`src/rtl/axwb_pkg.sv`:
```
package axwb_pkg;

    typedef enum logic [1:0] {
        BT_FIXED = 2'd0,
        BT_INCR  = 2'd1,
        BT_WRAP  = 2'd2,
        BT_RSVD  = 2'd3
    } burst_t;

    typedef enum logic [2:0] {
        ST_IDLE,
        ST_WDATA,
        ST_WBUS,
        ST_WRESP,
        ST_RBUS,
        ST_RDATA
    } state_t;

    localparam logic [1:0] RESP_OKAY = 2'b00;

endpackage

```
`src/rtl/axwb_addr_step.sv`:
```
module axwb_addr_step
    import axwb_pkg::*;
#(
    parameter int ADDR_W = 32,
    parameter int LEN_W  = 8
) (
    input  logic [ADDR_W-1:0] addr_i,
    input  logic [2:0]        size_i,
    input  logic [LEN_W-1:0]  len_i,
    input  burst_t            kind_i,
    output logic [ADDR_W-1:0] next_o
);
    localparam logic [ADDR_W-1:0] ONE = ADDR_W'(1);

    logic [ADDR_W-1:0] unit_b;
    logic [ADDR_W-1:0] span_m1;
    logic [ADDR_W-1:0] lin_next;

    always_comb begin
        unit_b   = ONE << size_i;
        span_m1  = (((ADDR_W'(len_i)) + ONE) << size_i) - ONE;
        lin_next = addr_i + unit_b;
        unique case (kind_i)
            BT_FIXED: next_o = addr_i;
            BT_WRAP:  next_o = (addr_i & ~span_m1) | (lin_next & span_m1);
            default:  next_o = lin_next;
        endcase
    end

endmodule

```
`src/rtl/axwb_rr_arb.sv`:
```
module axwb_rr_arb (
    input  logic       clk,
    input  logic       rst_n,
    input  logic [1:0] req_i,
    input  logic       take_i,
    output logic [1:0] gnt_o
);
    // bit 0 = write side, bit 1 = read side
    logic pref_rd;

    always_comb begin
        gnt_o[0] = req_i[0] && (!req_i[1] || !pref_rd);
        gnt_o[1] = req_i[1] && (!req_i[0] ||  pref_rd);
    end

    always_ff @(posedge clk or negedge rst_n) begin
        if (!rst_n)      pref_rd <= 1'b0;
        else if (take_i) pref_rd <= gnt_o[0];
    end

    AST_GNT_EXCL: assert property (@(posedge clk) disable iff (!rst_n)
        $onehot0(gnt_o));
    AST_RR_TURN: assert property (@(posedge clk) disable iff (!rst_n)
        (take_i && (&req_i) && gnt_o[0]) |=> (!(&req_i) || gnt_o[1]));

endmodule

```
`src/rtl/axi_wb_bridge.sv`:
```
module axi_wb_bridge #(
    parameter int ADDR_W = 32,
    parameter int DATA_W = 32,
    parameter int ID_W   = 8,
    parameter int LEN_W  = 8
) (
    input  logic                                    clk,
    input  logic                                    rst_n,
    input  logic                                    aw_valid,
    output logic                                    aw_ready,
    input  logic [ADDR_W-1:0]                       aw_addr,
    input  logic [ID_W-1:0]                         aw_id,
    input  logic [LEN_W-1:0]                        aw_len,
    input  logic [2:0]                              aw_size,
    input  logic [1:0]                              aw_burst,
    input  logic                                    w_valid,
    output logic                                    w_ready,
    input  logic [DATA_W-1:0]                       w_data,
    input  logic [DATA_W/8-1:0]                     w_strb,
    input  logic                                    w_last,
    output logic                                    b_valid,
    input  logic                                    b_ready,
    output logic [ID_W-1:0]                         b_id,
    output logic [1:0]                              b_resp,
    input  logic                                    ar_valid,
    output logic                                    ar_ready,
    input  logic [ADDR_W-1:0]                       ar_addr,
    input  logic [ID_W-1:0]                         ar_id,
    input  logic [LEN_W-1:0]                        ar_len,
    input  logic [2:0]                              ar_size,
    input  logic [1:0]                              ar_burst,
    output logic                                    r_valid,
    input  logic                                    r_ready,
    output logic [DATA_W-1:0]                       r_data,
    output logic [ID_W-1:0]                         r_id,
    output logic [1:0]                              r_resp,
    output logic                                    r_last,
    output logic                                    wb_cyc,
    output logic                                    wb_stb,
    output logic                                    wb_we,
    output logic [ADDR_W-$clog2(DATA_W/8)-1:0]      wb_adr,
    output logic [DATA_W-1:0]                       wb_dat_w,
    output logic [DATA_W/8-1:0]                     wb_sel,
    input  logic [DATA_W-1:0]                       wb_dat_r,
    input  logic                                    wb_ack
);
    import axwb_pkg::*;

    localparam int SEL_W = DATA_W / 8;
    localparam int OFS_W = $clog2(SEL_W);

    state_t             state, nxt;
    logic [ADDR_W-1:0]  cur_addr, step_addr;
    logic [LEN_W-1:0]   cur_len, beat_cnt;
    logic [2:0]         cur_size;
    burst_t             cur_kind;
    logic [ID_W-1:0]    cur_id;
    logic [DATA_W-1:0]  dbuf;
    logic [SEL_W-1:0]   sbuf;
    logic [1:0]         req, gnt;
    logic               take, beat_last, advance;

    assign req       = {ar_valid, aw_valid};
    assign take      = (state == ST_IDLE) && (|gnt);
    assign beat_last = (beat_cnt == cur_len);
    assign advance   = ((state == ST_WBUS)  && wb_ack  && !beat_last) ||
                       ((state == ST_RDATA) && r_ready && !beat_last);

    axwb_rr_arb u_arb (
        .clk    (clk),
        .rst_n  (rst_n),
        .req_i  (req),
        .take_i (take),
        .gnt_o  (gnt)
    );

    axwb_addr_step #(.ADDR_W(ADDR_W), .LEN_W(LEN_W)) u_step (
        .addr_i (cur_addr),
        .size_i (cur_size),
        .len_i  (cur_len),
        .kind_i (cur_kind),
        .next_o (step_addr)
    );

    // state register
    always_ff @(posedge clk or negedge rst_n) begin
        if (!rst_n) state <= ST_IDLE;
        else        state <= nxt;
    end

    // transitions
    always_comb begin
        nxt = state;
        unique case (state)
            ST_IDLE:  if (gnt[0]) nxt = ST_WDATA;
                      else if (gnt[1]) nxt = ST_RBUS;
            ST_WDATA: if (w_valid) nxt = ST_WBUS;
            ST_WBUS:  if (wb_ack) nxt = beat_last ? ST_WRESP : ST_WDATA;
            ST_WRESP: if (b_ready) nxt = ST_IDLE;
            ST_RBUS:  if (wb_ack) nxt = ST_RDATA;
            ST_RDATA: if (r_ready) nxt = beat_last ? ST_IDLE : ST_RBUS;
            default:  nxt = ST_IDLE;
        endcase
    end

    // burst context and beat data
    always_ff @(posedge clk or negedge rst_n) begin
        if (!rst_n) begin
            cur_addr <= '0;
            cur_len  <= '0;
            cur_size <= '0;
            cur_kind <= BT_FIXED;
            cur_id   <= '0;
            beat_cnt <= '0;
            dbuf     <= '0;
            sbuf     <= '0;
        end else begin
            if (take) begin
                cur_addr <= gnt[0] ? aw_addr : ar_addr;
                cur_len  <= gnt[0] ? aw_len  : ar_len;
                cur_size <= gnt[0] ? aw_size : ar_size;
                cur_kind <= burst_t'(gnt[0] ? aw_burst : ar_burst);
                cur_id   <= gnt[0] ? aw_id   : ar_id;
                beat_cnt <= '0;
            end
            if ((state == ST_WDATA) && w_valid) begin
                dbuf <= w_data;
                sbuf <= w_strb;
            end
            if ((state == ST_RBUS) && wb_ack) dbuf <= wb_dat_r;
            if (advance) begin
                cur_addr <= step_addr;
                beat_cnt <= beat_cnt + LEN_W'(1);
            end
        end
    end

    // outputs
    always_comb begin
        aw_ready = 1'b0;
        ar_ready = 1'b0;
        w_ready  = 1'b0;
        b_valid  = 1'b0;
        r_valid  = 1'b0;
        r_last   = 1'b0;
        wb_cyc   = 1'b0;
        wb_stb   = 1'b0;
        wb_we    = 1'b0;
        wb_sel   = '1;
        unique case (state)
            ST_IDLE: begin
                aw_ready = gnt[0];
                ar_ready = gnt[1];
            end
            ST_WDATA: w_ready = 1'b1;
            ST_WBUS: begin
                wb_cyc = 1'b1;
                wb_stb = 1'b1;
                wb_we  = 1'b1;
                wb_sel = sbuf;
            end
            ST_WRESP: b_valid = 1'b1;
            ST_RBUS: begin
                wb_cyc = 1'b1;
                wb_stb = 1'b1;
            end
            ST_RDATA: begin
                r_valid = 1'b1;
                r_last  = beat_last;
            end
            default: ;
        endcase
        wb_adr   = cur_addr[ADDR_W-1:OFS_W];
        wb_dat_w = dbuf;
        b_id     = cur_id;
        b_resp   = RESP_OKAY;
        r_data   = dbuf;
        r_id     = cur_id;
        r_resp   = RESP_OKAY;
    end

    AST_WB_HOLD: assert property (@(posedge clk) disable iff (!rst_n)
        (wb_stb && !wb_ack) |=> (wb_cyc && wb_stb && $stable(wb_adr) && $stable(wb_we)
                                 && $stable(wb_dat_w) && $stable(wb_sel)));
    AST_B_AFTER_ACK: assert property (@(posedge clk) disable iff (!rst_n)
        $rose(b_valid) |-> $past(wb_ack && wb_we));
    AST_WLAST_ALIGN: assert property (@(posedge clk) disable iff (!rst_n)
        (w_valid && w_ready) |-> (w_last == beat_last));
    AST_RLAST_END: assert property (@(posedge clk) disable iff (!rst_n)
        (r_valid && r_ready && r_last) |=> !r_valid);
    AST_B_HOLD: assert property (@(posedge clk) disable iff (!rst_n)
        (b_valid && !b_ready) |=> (b_valid && $stable(b_id)));
    AST_R_HOLD: assert property (@(posedge clk) disable iff (!rst_n)
        (r_valid && !r_ready) |=> (r_valid && $stable(r_data) && $stable(r_id)
                                   && $stable(r_last)));
    AST_NO_SECOND_ADDR: assert property (@(posedge clk) disable iff (!rst_n)
        (wb_cyc || b_valid || r_valid || w_ready) |-> !(aw_ready || ar_ready));

endmodule

```
`config.mk`:
```
export PLATFORM = sky130hd
export DESIGN_NAME = axi_wb_bridge
export DESIGN_NICKNAME = d
export VERILOG_FILES = /design/src/rtl/axwb_pkg.sv /design/src/rtl/axwb_addr_step.sv /design/src/rtl/axwb_rr_arb.sv /design/src/rtl/axi_wb_bridge.sv
export SDC_FILE = /design/constraint.sdc
export NUM_CORES = 1
export LEC_CHECK = 0
export BUFFER_PORTS_ARGS = -buffer_cell sky130_fd_sc_hd__buf_2
export CORE_MARGIN = 5
export CORE_UTILIZATION = 55
export CTS_BUF_LIST = sky130_fd_sc_hd__clkbuf_8
export CTS_CLUSTER_SIZE = 14
export DETAILED_ROUTE_END_ITERATION = 10
export GPL_TIMING_DRIVEN = 0
export PLACE_DENSITY = 0.95
export SLEW_MARGIN = 0
export SYNTH_ARGS = -nofsm -noshare
export SYNTH_HDL_FRONTEND = slang
export SYNTH_HIERARCHICAL = 1
export SYNTH_SLANG_ARGS = --single-unit
```
`constraint.sdc`:
```
create_clock -name clk -period 10.2 [get_ports clk]
set_input_delay 2.04 -clock clk [delete_from_list [all_inputs] [get_ports clk]]
set_output_delay 2.04 -clock clk [all_outputs]
set_load 0.02 [all_outputs]
```
# Word level (Yosys, flattened, before mapping)
# Cells that the tools add are included.
# op_classes
add_sub_neg,4
multipliers,0
div,0
order_cmp,0
eq_ne,14
shifts,2
muxes,31
n_bitwise,4
reduce_logical,24
# op_table
op,n
$mux W32,5
$and A32 B32 Y32,2
$pmux W32 S2,1
$add A32 B32 Y32,1
$mux W8,4
$not A32 Y32,1
$or A32 B32 Y32,1
$shl A1 B3 Y32 const A,1
$shl A32 B3 Y32,1
$sub A32 B1 Y32 const B,1
$mux W3,9
$pmux W3 S6,1
$ne A2 B2 Y1 const B,6
$add A8 B1 Y9 const B,1
$logic_and A1 B1 Y1,9
$add A8 B1 Y8 const B,1
$eq A8 B8 Y1,1
$mux W1,8
$eq A3 B2 Y1 const B,2
$eq A3 B3 Y1 const B,2
$reduce_and A6 Y1,1
$logic_not A1 Y1,4
$mux W2,2
$mux W4,1
9 further kinds,13
# totals
reg_bits,101
latchBits,0
ramBits,0
mem_bits_ro,0
inputBits,183
memories,0

# Depth between registers and ports, before layout
# logic_depth
depth_word,8
ltp_mapped,16
ltp_nobuf,14

# Cells and area by module
# Netlist, hierarchy kept.
# by_module_without_submodules
module,n_inst,cells_per_inst,area_each_um2
axi_wb_bridge,1,548,5590.4
axwb_addr_step,1,340,2308.5
axwb_rr_arb,1,5,62.6

# Worst setup path after synthesis
# No wires, ideal clock.
# synth_path
path_kind,input-to-output
startpoint,in aw_valid
endpoint,out aw_ready
arrival_time_ps,3195
slack_ps,4965
stages,4
n_path_buf,2
cell_sequence,a21boi_2 -> buf_2 -> buf_1 -> and2_1
# synth_via
elab_chain_len,2
# synth_lines
item,line_no,text
from (decl),axi_wb_bridge.sv:9,"input logic aw_valid,"
$logic_and A1 B1 Y1,axwb_rr_arb.sv:12,gnt_o[0] = req_i[0] && (!req_i[1] || !pref_rd);
$mux W1,axi_wb_bridge.sv:150,unique case (state)
to (decl),axi_wb_bridge.sv:10,"output logic aw_ready,"
# No other way between the ends.

# Final worst setup path
# layout_path
startpoint,in aw_valid
endpoint,out aw_ready
# layout_via
elab_chain_len,2
# layout_lines
item,line_no,text
$logic_and A1 B1 Y1,axwb_rr_arb.sv:12,
net gnt[0],axi_wb_bridge.sv:60,"logic [1:0] req, gnt;"
$mux W1,axi_wb_bridge.sv:150,
# The timed path passes the listed nets, and every way through them passes these cells.

==> metrics.yaml <==
synth_edf_count: 0
drv_cap: 0
rsz0062_at_grt: "no"
worstMarginPinSlew_ps: 961
htree_levels: 3
antenna_found_initial: 3
holdCritPathClass: "reg2reg"
finalMaxSlewViolations: 0
ys_ff_latch: 101
finClkSkew_ps: 16.4
cts_root_buf: "clkbuf_8"
routed_wirelength_microns: 27400
overflow: 0
worstPathCellList: "buf_2 -> a21boi_2 -> buf_2 -> buf_1 -> and2_1 -> buf_2"
first_iter_violations: 685
tns_ps: 0
via_count: 8304
drive_gt1_share_pct: 37.9
synth_warnings: 6
die_width_microns: 130
clock_path_buffers: 2
cts_resized: 0
peakVddDrop_mv: 0.161
finalInstanceArea_sq_um: 9960
place_area_sq_um: 9750
die_y_microns: 130
synth_cells: 893
nNetsFinal: 1408
crit_top_cell: "buf_2"
clock_latency_ps: 400
p_per_area_nw_per_um2: 330
grt_use_total_pct: 30.7
ios: 310
max_slew_margin_pct: 35.4
synth-seq-area-share_pct: 31.7
core_area_sq_um: 14400
start_kind: "input port"
cpPeakStageDelay_ps: 720
crit_buf_inv: 4
drtAntennaViolNets: 0
grt_pass1_wl_microns: 40800
finalCriticalPeriod_ps: 5920
async_flop_share_pct: 100
core.rowCount: 44
post-route-period-util_pct: 58.0
dieArea_sq_um: 17000
io_buffers: 304
yosysTopAreaCellShare_pct: 31.7
synthTopCellsByArea: "dfrtp_1, mux2i_1, buf_4"
synth_ff_type: "dfrtp_1"
cts.clk_slew.worst_paths_ps: 90
cts_tree: "yes"
drc_errors: 0
dp_hpwl_microns: 21800
syn_area_per_cell_sq_um: 8.92
clock_sinks: 101
path_class: "in2out"
ys_types: 86
path_delay_family: "buffers and inverters"
timing.fmax_ghz: 0.169
slowest_stage: "buf_1"
crit_required_ps: 8160
synthTopCellsByCount: "dfrtp_1, nand2_1, mux2i_1"
grt_pass1_vias: 7782
grt_max_degree: 72
final_hold_viol_count: 0
synth_area_leader_cell: "dfrtp_1"
cp_max_fo: 10
vias_per_cell: 5.91
place_congestion: 0.928
wl_per_cell_microns: 19.5
power_uw: 3280
worstPathArrival_ps: 3880
post_cts_buffers: 0
synth.most_common_cell: "dfrtp_1"
initial_core_util_pct: 55.4
syn2layout_area_growth_pct: 25.1
synth_area_sq_um: 7960
leakagePower_uw: 0.00488
status: "finished, final reports clean"
cts_hold_buf: 0
numCtsBuffers: 9
dr.pass1.iters: 6
endpoint_kind: "primary output"
setup_viol: 0
==> registers in the layout (all words and copies together), names as in the netlist <==
signal and flops:
cur_addr 32, r_data 32, cur_size 3, cur_kind 2, sbuf 4, b_id 8
u_arb/pref_rd 1, state 3, cur_len 8, beat_cnt 8
==> worst register-to-register path, cell delays in order, from the launching register on <==
cell and delay [ps]:
dfrtp_1 350, clkbuf_1 320, clkbuf_1 380, clkbuf_1 430
nor3_1 100, ha_1 240, fa_1 420, a21o_1 180
a21oi_1 230, o21bai_1 130, a2111o_1 480, nand2_1 150
or3b_2 150, buf_1 390, nor3_1 120, xor2_1 190
a221o_1 360
==> path summary, 6_finish.rpt <==
path                                end  depth (start not counted)        start  slack [ps]
setup / recovery               aw_ready                          6     aw_valid        4280
hold / removal              cur_size[0]                          2  cur_size[0]         490
setup reg to reg           cur_addr[30]                         16  cur_size[0]        5470
hold reg to reg             cur_size[0]                          2  cur_size[0]         490
max in group asynchronous      state[1]                          2        rst_n        7930
min in group asynchronous   cur_addr[0]                          1        rst_n        1580
==> cells in the final DEF, fill, tap and decap left out, types with 12 or more instances in the layout <==
| cell type | count |
|---|---|
| clkbuf_1 | 26 |
| a21oi_1 | 29 |
| ha_1 | 12 |
| dfrtp_1 | 101 |
| inv_1 | 16 |
| xor2_1 | 30 |
| buf_4 | 82 |
| o21ai_0 | 79 |
| a221o_1 | 34 |
| nor3_1 | 17 |
| nand2_1 | 94 |
| nor2_1 | 61 |
| mux2i_1 | 89 |
| buf_2 | 313 |
| xnor2_1 | 15 |
==> where the power goes <==
group	internal, uW	switching [uW]
Sequential	588	219
Clock	99.7	157
Combinational	921	1300
Total	1610	1670
==> metal layers <==
layer	wire [microns]	GRT usage, %	vias up
met5	0	0	-
li1	-	-	3811
met1	10500	39.7	3967
met3	2660	6.67	74
met2	13200	50.4	452
met4	1050	11.3	0
==> cell type report <==
type                            count  area, sq um
Buffer                            130          842
Timing Repair Buffer              305         1550
Tap cell                          184          230
Fill cell                        1123         4410
Clock buffer                       10          138
Inverter                           16         60.1
Clock inverter                      6         55.1
Multi-Input combinational cell    649         4540
Sequential cell                   101         2530
Antenna cell                        4         10.0
==> per-stage QoR <==
stage	setup WS (ps)	hold WS [ps]	cells	utilization [%]
2_1_floorplan	4960	448	896	-
3_3_place_gp	4300	461	1384	67.7
3_5_place_dp	4290	469	1385	67.9
4_1_cts	4280	491	1401	69.2
5_1_grt	4180	520	1404	69.3
6_report	4280	488	1405	69.3
==> cells by family (layout without fill, tap and decap cells) <==
group                      after synthesis  count (layout)  share of synthesized area [%]
AOI/OAI and AO/OA                      213             213                           18.6
buffers and inverters                  146             467                           11.3
and+or+nand+nor                        272             272                           18.0
DFF                                    101             101                           31.7
xor gates and xnor gates                45              45                           4.95
muxes                                  102             102                           13.2
adders and majority gates               13              13                           2.14
other                                    1               8                         0.0471
No activity file was read; power rests on OpenSTA's default activity.
